--- src/rtl/prio_irq_pkg.sv ---
package prio_irq_pkg;
  typedef enum logic [2:0] {
    SEL_PEND = 3'd0,
    SEL_FAST = 3'd1,
    SEL_MASK = 3'd2,
    SEL_SVC  = 3'd3,
    SEL_OFFS = 3'd4
  } reg_sel_e;
endpackage

--- src/rtl/prio_pick.sv ---
// Fixed priority: lowest index wins, one-hot grant.
module prio_pick #(
  parameter int W = 8
) (
  input  logic [W-1:0] req_i,
  output logic [W-1:0] gnt_o
);
  logic found;
  always_comb begin
    gnt_o = '0;
    found = 1'b0;
    for (int i = 0; i < W; i++) begin
      if (req_i[i] && !found) begin
        gnt_o[i] = 1'b1;
        found    = 1'b1;
      end
    end
  end
endmodule

--- src/rtl/onehot_idx.sv ---
module onehot_idx #(
  parameter int W  = 8,
  localparam int IW = $clog2(W)
) (
  input  logic [W-1:0]  onehot_i,
  output logic [IW-1:0] idx_o
);
  for (genvar b = 0; b < IW; b++) begin : g_bit
    logic [W-1:0] sel;
    for (genvar i = 0; i < W; i++) begin : g_src
      assign sel[i] = onehot_i[i] & ((i >> b) & 1) == 1;
    end
    assign idx_o[b] = |sel;
  end
endmodule

--- src/rtl/prio_irq_ctrl.sv ---
module prio_irq_ctrl
  import prio_irq_pkg::*;
#(
  parameter int N_SRC = 8,
  localparam int IW = $clog2(N_SRC)
) (
  input  logic             clk_i,
  input  logic             rst_ni,
  input  logic [N_SRC-1:0] req_i,
  input  logic [2:0]       addr_i,
  input  logic [N_SRC-1:0] wdata_i,
  input  logic             we_i,
  output logic [N_SRC-1:0] rdata_o,
  output logic             fiq_o,
  output logic             irq_o,
  output logic [IW-1:0]    svc_idx_o
);
  logic [N_SRC-1:0] src_q, mode_q, mask_q, svc_q;
  logic [N_SRC-1:0] src_clr, svc_clr, svc_left, svc_d;
  logic [N_SRC-1:0] cand, win, mode_keep;
  logic             wr_pend, wr_fast, wr_mask, wr_svc;

  assign wr_pend = we_i && (addr_i == SEL_PEND);
  assign wr_fast = we_i && (addr_i == SEL_FAST);
  assign wr_mask = we_i && (addr_i == SEL_MASK);
  assign wr_svc  = we_i && (addr_i == SEL_SVC);

  assign src_clr = wr_pend ? wdata_i : '0;
  assign svc_clr = wr_svc  ? wdata_i : '0;

  // fast sources bypass mask and arbitration
  assign cand = src_q & ~mode_q & ~mask_q;

  prio_pick #(.W(N_SRC)) u_arb  (.req_i(cand),    .gnt_o(win));
  prio_pick #(.W(N_SRC)) u_fsel (.req_i(wdata_i), .gnt_o(mode_keep));
  onehot_idx #(.W(N_SRC)) u_enc (.onehot_i(svc_q), .idx_o(svc_idx_o));

  always_comb begin
    svc_left = svc_q & ~svc_clr;
    svc_d    = (svc_left == '0) ? win : svc_left;
  end

  always_ff @(posedge clk_i or negedge rst_ni) begin
    if (!rst_ni) begin
      src_q  <= '0;
      mode_q <= '0;
      mask_q <= '1;
      svc_q  <= '0;
    end else begin
      src_q <= (src_q & ~src_clr) | req_i;
      if (wr_fast) mode_q <= mode_keep;
      if (wr_mask) mask_q <= wdata_i;
      svc_q <= svc_d;
    end
  end

  assign fiq_o = |(src_q & mode_q);
  assign irq_o = |svc_q;

  always_comb begin
    unique case (addr_i)
      SEL_PEND: rdata_o = src_q;
      SEL_FAST: rdata_o = mode_q;
      SEL_MASK: rdata_o = mask_q;
      SEL_SVC:  rdata_o = svc_q;
      SEL_OFFS: rdata_o = N_SRC'(svc_idx_o);
      default:  rdata_o = '0;
    endcase
  end


  src_latch_chk: assert property (@(posedge clk_i) disable iff (!rst_ni)
    (|req_i) |=> ((src_q & $past(req_i)) == $past(req_i)));


  fast_onehot_chk: assert property (@(posedge clk_i) disable iff (!rst_ni)
    $onehot0(mode_q));


  svc_excl_chk: assert property (@(posedge clk_i) disable iff (!rst_ni)
    (svc_q == '0) |=> ((svc_q & $past(mode_q | mask_q)) == '0));


  svc_onehot_chk: assert property (@(posedge clk_i) disable iff (!rst_ni)
    $onehot0(svc_q));


  svc_load_chk: assert property (@(posedge clk_i) disable iff (!rst_ni)
    (svc_q == '0 && cand != '0) |=> (svc_q != '0));


  svc_noop_clr_chk: assert property (@(posedge clk_i) disable iff (!rst_ni)
    (wr_svc && svc_q != '0 && (wdata_i & svc_q) == '0) |=> $stable(svc_q));
endmodule

--- config.mk ---
export PLATFORM = sky130hd
export DESIGN_NAME = prio_irq_ctrl
export DESIGN_NICKNAME = d
export VERILOG_FILES = /design/src/rtl/prio_irq_pkg.sv /design/src/rtl/prio_pick.sv /design/src/rtl/onehot_idx.sv /design/src/rtl/prio_irq_ctrl.sv
export SDC_FILE = /design/constraint.sdc
export NUM_CORES = 1
export LEC_CHECK = 0
export ABC_AREA = 1
export CAP_MARGIN = 25
export CORE_UTILIZATION = 35
export DETAILED_ROUTE_END_ITERATION = 12
export PLACE_DENSITY = 0.66
export SLEW_MARGIN = 15
export SYNTH_ARGS = -nofsm -noshare
export SYNTH_HDL_FRONTEND = slang
export SYNTH_SLANG_ARGS = --single-unit
--- constraint.sdc ---
create_clock -name clk_i -period 1.3 [get_ports clk_i]
set_input_delay 0.195 -clock clk_i [delete_from_list [all_inputs] [get_ports clk_i]]
set_output_delay 0.195 -clock clk_i [all_outputs]
set_load 0.05 [all_outputs]
-- Yosys cells after proc, flatten, opt, wreduce, memory -nomap -nowiden
Cells that the tools add are included.
- register bits after elaboration: 32
- bits of input ports: 22
- output and inout port bits: 13
- logic and storage cells: 89
- eq/ne operators: 4
- mux-type cells: 32
- bitwise gates (word level): 10
- reductions and logical operators: 39
- operators by type and width (cell ; count):
    8-bit bitwise AND ; 5
    8-bit one-hot mux with 5 select lines ; 1
    8-bit inverter ; 4
    1-bit two-way mux ; 28
    8-bit two-way mux ; 3
    1-bit logical AND ; 18
    8-bit OR reduction ; 2
    1-bit logical NOT ; 14
    4-bit OR reduction ; 3
    8-bit logical NOT ; 1
    8-bit bitwise OR ; 1
    3-bit by 2-bit == test with 1-bit output, second input constant ; 2
    3-bit by 1-bit == test with 1-bit output, second input constant ; 1
    3-bit == test, second input constant ; 1
    3-bit logical NOT ; 1

-- Longest topological paths before layout
- depth after elaboration: 26
- depth in mapped cells: 9
- depth with buffers taken out: 8

-- Hierarchy
From an unflattened synthesis, not the netlist that was laid out.
- cell total of the unflattened synthesis: 255
- area, all modules: 1940.6 um^2
- by module, submodules not included (module ; instances ; cells an instance ; area each (um^2) ; sequential area each (um^2)):
    prio_irq_ctrl ; 1 ; 211 ; 1727.9 ; 810.8
    prio_pick ; 2 ; 18 ; 90.1 ; 0.0
    onehot_idx ; 1 ; 8 ; 32.5 ; 0.0

-- Worst setup path before layout
No wires, ideal clock.
- path type: reg2out
- start point: reg svc_q[3]
- end point: out rdata_o[1]
- arrival: 1.675 ns
- data required time: 1.105 ns
- setup slack: -0.570 ns
- stages on the path, launching flop included: 5
- buffers on the path: 0
- cell sequence: dfrtp_1 > nor2_1 > nand3_1 > nand2_1 > o2111ai_1
- longest elaborated chain between the ends: 2
- RTL lines (what ; RTL line ; source):
    start, declared ; prio_irq_ctrl.sv:18 ; logic [N_SRC-1:0] src_q, mode_q, mask_q, svc_q;
    start signal, assigned ; prio_irq_ctrl.sv:53 ; svc_q <= svc_d;
    4-bit OR reduction ; onehot_idx.sv:13 ; assign idx_o[b] = |sel;
    named net svc_idx_o[1] ; prio_irq_ctrl.sv:16 ; output logic [IW-1:0] svc_idx_o
    8-bit one-hot mux with 5 select lines ; prio_irq_ctrl.sv:61 ; unique case (addr_i)
    end, declared ; prio_irq_ctrl.sv:13 ; output logic [N_SRC-1:0] rdata_o,
The timed path passes the listed nets, and every way through them passes these cells.

-- Worst setup path in the final report
- start point: reg src_q[2]
- end point: out rdata_o[2]
- longest elaborated chain between the ends: 1
- RTL lines (what ; RTL line ; source):
    start, declared ; prio_irq_ctrl.sv:18 ;
    start signal, assigned ; prio_irq_ctrl.sv:50 ; src_q <= (src_q & ~src_clr) | req_i;
    8-bit one-hot mux with 5 select lines ; prio_irq_ctrl.sv:61 ;
Every way passes these cells.

==> qor.json <==
{
  "grt_usage": 0.236,
  "total_switching_power_mw": 1.94,
  "rsz_0062_raised_after_global_routing": "true",
  "register_area_um2": 813,
  "post_route_cells_drive_above_1_share": 0.506,
  "failed_checks": "setup timing",
  "synth_fp_nets": 267,
  "clock_tree.root_cell": "sky130_fd_sc_hd__clkbuf_8",
  "cts-root-to-sink-buffers": 2,
  "ordered_list_of_cells_on_the_worst_path": "buf_4 > nand2_2 > o21ai_2 > a21oi_2 > nand3_4 > buf_12",
  "grt_antenna_before_repair": 0,
  "critical-path-slowest-cell": "sky130_fd_sc_hd__dfrtp_1",
  "cts.htree.levels": 2,
  "p_clk_frac": 0.162,
  "report.final.slew_viol_count": 0,
  "synth_area_per_cell_um2": 7.73,
  "max_slew.worst_pin.slew_ns": 0.490,
  "setup_ws_ns": -0.366,
  "gr-usage-met3": 0.0397,
  "start_util": 0.366,
  "worst_r2r_path_depth": 7,
  "grt_pass1_wl_um": 9750,
  "p_total_mw": 4.78,
  "power.share.sequential": 0.285,
  "cp.buffers_inverters": 2,
  "cts_made_buffers": 5,
  "wl_per_cell_um": 15.7,
  "post_synthesis_cell_area_um2": 1890,
  "yosys_warnings": 0,
  "critical_path_arrival_ns": 1.47,
  "floorplan.die.width_um": 75.5,
  "min_path_type": "primary input to async pin",
  "synth_seq_area_share": 0.428,
  "worstSetupStartpointType": "flop",
  "placementRows": 26,
  "postLayoutCoreUtil": 0.647,
  "final_nets": 373,
  "clock_tree_from_tritoncts": "built",
  "final_min_period_over_clock_period": 1.28,
  "postSynthRegisterBits": 32,
  "power.combinational.fraction": 0.553,
  "synth_edf_count": 0,
  "holdWs_ns": 0.278,
  "area_of_the_multi_input_gates_um2": 1200,
  "cts_num_sinks": 32,
  "n_antenna_cell": 0,
  "timing.critical_path.fanout_max": 3,
  "synth_flop_cell": "sky130_fd_sc_hd__dfrtp_1",
  "n_fill_cell": 417,
  "grt.met2_usage": 0.418,
  "setup_violations": 15,
  "design.core.area_um2": 5170,
  "grt-ovfl-total": 0,
  "syn-instance-count": 245,
  "dr_vias_cell": 5.10,
  "routed_wirelength_um": 6640,
  "worst_path_largest_cell_delay_ns": 0.41,
  "num_io_pins": 35,
  "timing.critical_path.required_ns": 1.11,
  "source_to_sink_clock_delay_at_the_later_pin_of_the_worst_skew_pair_ns": 0.28,
  "layout-area-overhead-vs-synth_pct": 76.7,
  "grt_max_degree": 33,
  "max_frequency_mhz": 600,
  "detail_route.drc_violations": 0,
  "initialDrtViolationCount": 114,
  "timing_worst_setup_path_type": "flop to output pin",
  "cts.clk_slew.worst_paths_ns": 0.07,
  "grt_pass1_vias": 2127,
  "internal-power_mw": 2.84,
  "cellPowerDensity_nw_per_um2": 1430,
  "timing.final.crit_period_ns": 1.67,
  "cp_top_family": "flip-flops",
  "timing.slew.headroom": 0.671,
  "detailedRoute.firstPassIterationCount": 6,
  "end_kind": "output pin",
  "number_of_library_cell_types_mapped_by_synthesis": 28,
  "max_cap_violations": 0,
  "die_area_um2": 5710,
  "asyncSetResetFlopFracSynth": 1.00,
  "gp_routability_congestion": 0.904,
  "timing.final.hold_violations": 0,
  "detailroute.via_count": 2152,
  "grtUsageMet1": 0.283,
  "total_leakage_power_nw": 1.57,
  "ant_nets": 0,
  "power.switching_fraction": 0.407,
  "die_y_um": 75.5,
  "busiest_layer": "met2",
  "hpwl_um": 4550,
  "power.ir.vdd_worst_mv": 0.797,
  "status": "finished with violations",
  "critical_path_cell_count": 6,
  "worst_clock_skew_ns": 0.00369,
  "port-buffer-count": 34
}
sequential cells by signal, summed over array words and instances, names as in the netlist:
register and flops:
mode_q 8, svc_q 8, src_q 8, mask_q 8
cell usage after synthesis, types with 3 or more instances:
library cell                instances  area (um2)
sky130_fd_sc_hd__dfrtp_1           24         601
sky130_fd_sc_hd__dfstp_2            8         210
sky130_fd_sc_hd__inv_1             42         158
sky130_fd_sc_hd__nand2_1           58         218
sky130_fd_sc_hd__nand2_2            6        37.5
sky130_fd_sc_hd__nand3_1           18        90.1
sky130_fd_sc_hd__nand4_1            8        50.1
sky130_fd_sc_hd__nor2_1            15        56.3
sky130_fd_sc_hd__nor2_4             3        33.8
sky130_fd_sc_hd__nor3_1             3        15.0
sky130_fd_sc_hd__o2111ai_1          6        52.6
sky130_fd_sc_hd__o21ai_0           18        90.1
sky130_fd_sc_hd__o21ai_1            6        30.0
sky130_fd_sc_hd__o21bai_1           5        37.5
sky130_fd_sc_hd__o21bai_2           4        45.0
worst reg2reg max path, cell delays in order (launching register included):
cell and delay (ns):
sky130_fd_sc_hd__dfrtp_1 0.43, sky130_fd_sc_hd__buf_4 0.15, sky130_fd_sc_hd__buf_4 0.12, sky130_fd_sc_hd__nand2_2 0.07, sky130_fd_sc_hd__nand2_2 0.07, sky130_fd_sc_hd__nor2_4 0.13
sky130_fd_sc_hd__nand2_4 0.11, sky130_fd_sc_hd__o21bai_1 0.15
cells by family after synthesis:
group                  share of synthesized area
AO/OA/AOI/OAI                              0.165
buffers and inverters                      0.102
flip-flops                                 0.428
AND/OR/NAND/NOR                            0.305
path summary, 6_finish.rpt:
check | slack [ns] | end | from
worst max-delay path | -0.37 | rdata_o[2] | src_q[2]
worst min-delay path | 0.28 | src_q[0] | rst_ni
worst max register to register | -0.01 | svc_q[1] | svc_q[7]
worst min register to register | 0.49 | mask_q[0] | mask_q[0]
max in group asynchronous | 0.77 | mask_q[4] | rst_ni
min in group clk_i | 0.42 | src_q[5] | req_i[5]
per-layer routing:
layer  wire length (um)  up-vias
met5                  0        -
met4                272        0
met3                334       22
met2               3420       82
met1               2610     1032
li1                   -     1016
area by class of cell:
class	count	area share
clock inverter	3	0.00561
timing repair buffer	101	0.291
clock buffer	5	0.0206
inverter	44	0.0509
multi-input combinational	166	0.360
timing repair inverter	1	0.00224
sequential	32	0.243
tap	70	0.0262
metrics by stage:
stage / setup WS (ns) / std cells / area, um2 / setup TNS [ns]
after floorplan: -0.278 / 245 / 1990 / -0.849
after global placement: -0.569 / 401 / 2910 / -18.55
after detailed placement: -0.578 / 401 / 2910 / -19.92
after CTS: -0.321 / 416 / 3180 / -3.04
after global routing: -0.395 / 422 / 3340 / -3.96
final: -0.366 / 422 / 3340 / -2.93
power groups by stage:
stage                     sequential [mW]  clock [mW]  combinational [mW]
after floorplan                      1.33           0                1.21
after global placement               1.34           0                2.12
after detailed placement             1.35           0                2.15
after CTS                            1.34       0.788                2.41
after global routing                 1.39       0.845                2.82
final                                1.36       0.775                2.64
repair_timing:
item                       CTS  global route
cloned                       0             1
setup endpoints to repair   45            31
resized for setup           50            42
setup buffers                9             9
pin swaps                   13            14
hold buffers                 0             0
cells in the final DEF (no fill, tap or decap), types with 2 or more instances in the layout:
master | netlist | routed
sky130_fd_sc_hd__buf_4 | 0 | 59
sky130_fd_sc_hd__nand2_1 | 58 | 38
sky130_fd_sc_hd__inv_1 | 42 | 33
sky130_fd_sc_hd__dfrtp_1 | 24 | 22
sky130_fd_sc_hd__nand2_2 | 6 | 19
sky130_fd_sc_hd__clkdlybuf4s50_1 | 0 | 18
sky130_fd_sc_hd__o21ai_0 | 18 | 13
sky130_fd_sc_hd__nand3_1 | 18 | 11
sky130_fd_sc_hd__buf_12 | 0 | 11
sky130_fd_sc_hd__inv_2 | 2 | 9
sky130_fd_sc_hd__nand2_4 | 2 | 9
sky130_fd_sc_hd__o21ai_1 | 6 | 9
sky130_fd_sc_hd__nor2_1 | 15 | 9
sky130_fd_sc_hd__buf_6 | 2 | 9
sky130_fd_sc_hd__nand3_2 | 2 | 8
sky130_fd_sc_hd__nand4_1 | 8 | 8
sky130_fd_sc_hd__dfstp_2 | 8 | 8
sky130_fd_sc_hd__o2111ai_4 | 0 | 6
sky130_fd_sc_hd__nor2_4 | 3 | 5
sky130_fd_sc_hd__o21bai_1 | 5 | 5
sky130_fd_sc_hd__clkbuf_8 | 0 | 5
sky130_fd_sc_hd__nor2_2 | 0 | 4
sky130_fd_sc_hd__o21bai_2 | 4 | 3
sky130_fd_sc_hd__buf_2 | 1 | 3
sky130_fd_sc_hd__nor3_4 | 0 | 2
sky130_fd_sc_hd__o22ai_1 | 2 | 2
sky130_fd_sc_hd__inv_4 | 0 | 2
sky130_fd_sc_hd__o21ai_2 | 0 | 2
sky130_fd_sc_hd__nor3_1 | 3 | 2
sky130_fd_sc_hd__clkinv_2 | 0 | 2
sky130_fd_sc_hd__dfrtp_2 | 0 | 2
Note: power is estimated with default switching activity, not from simulation.
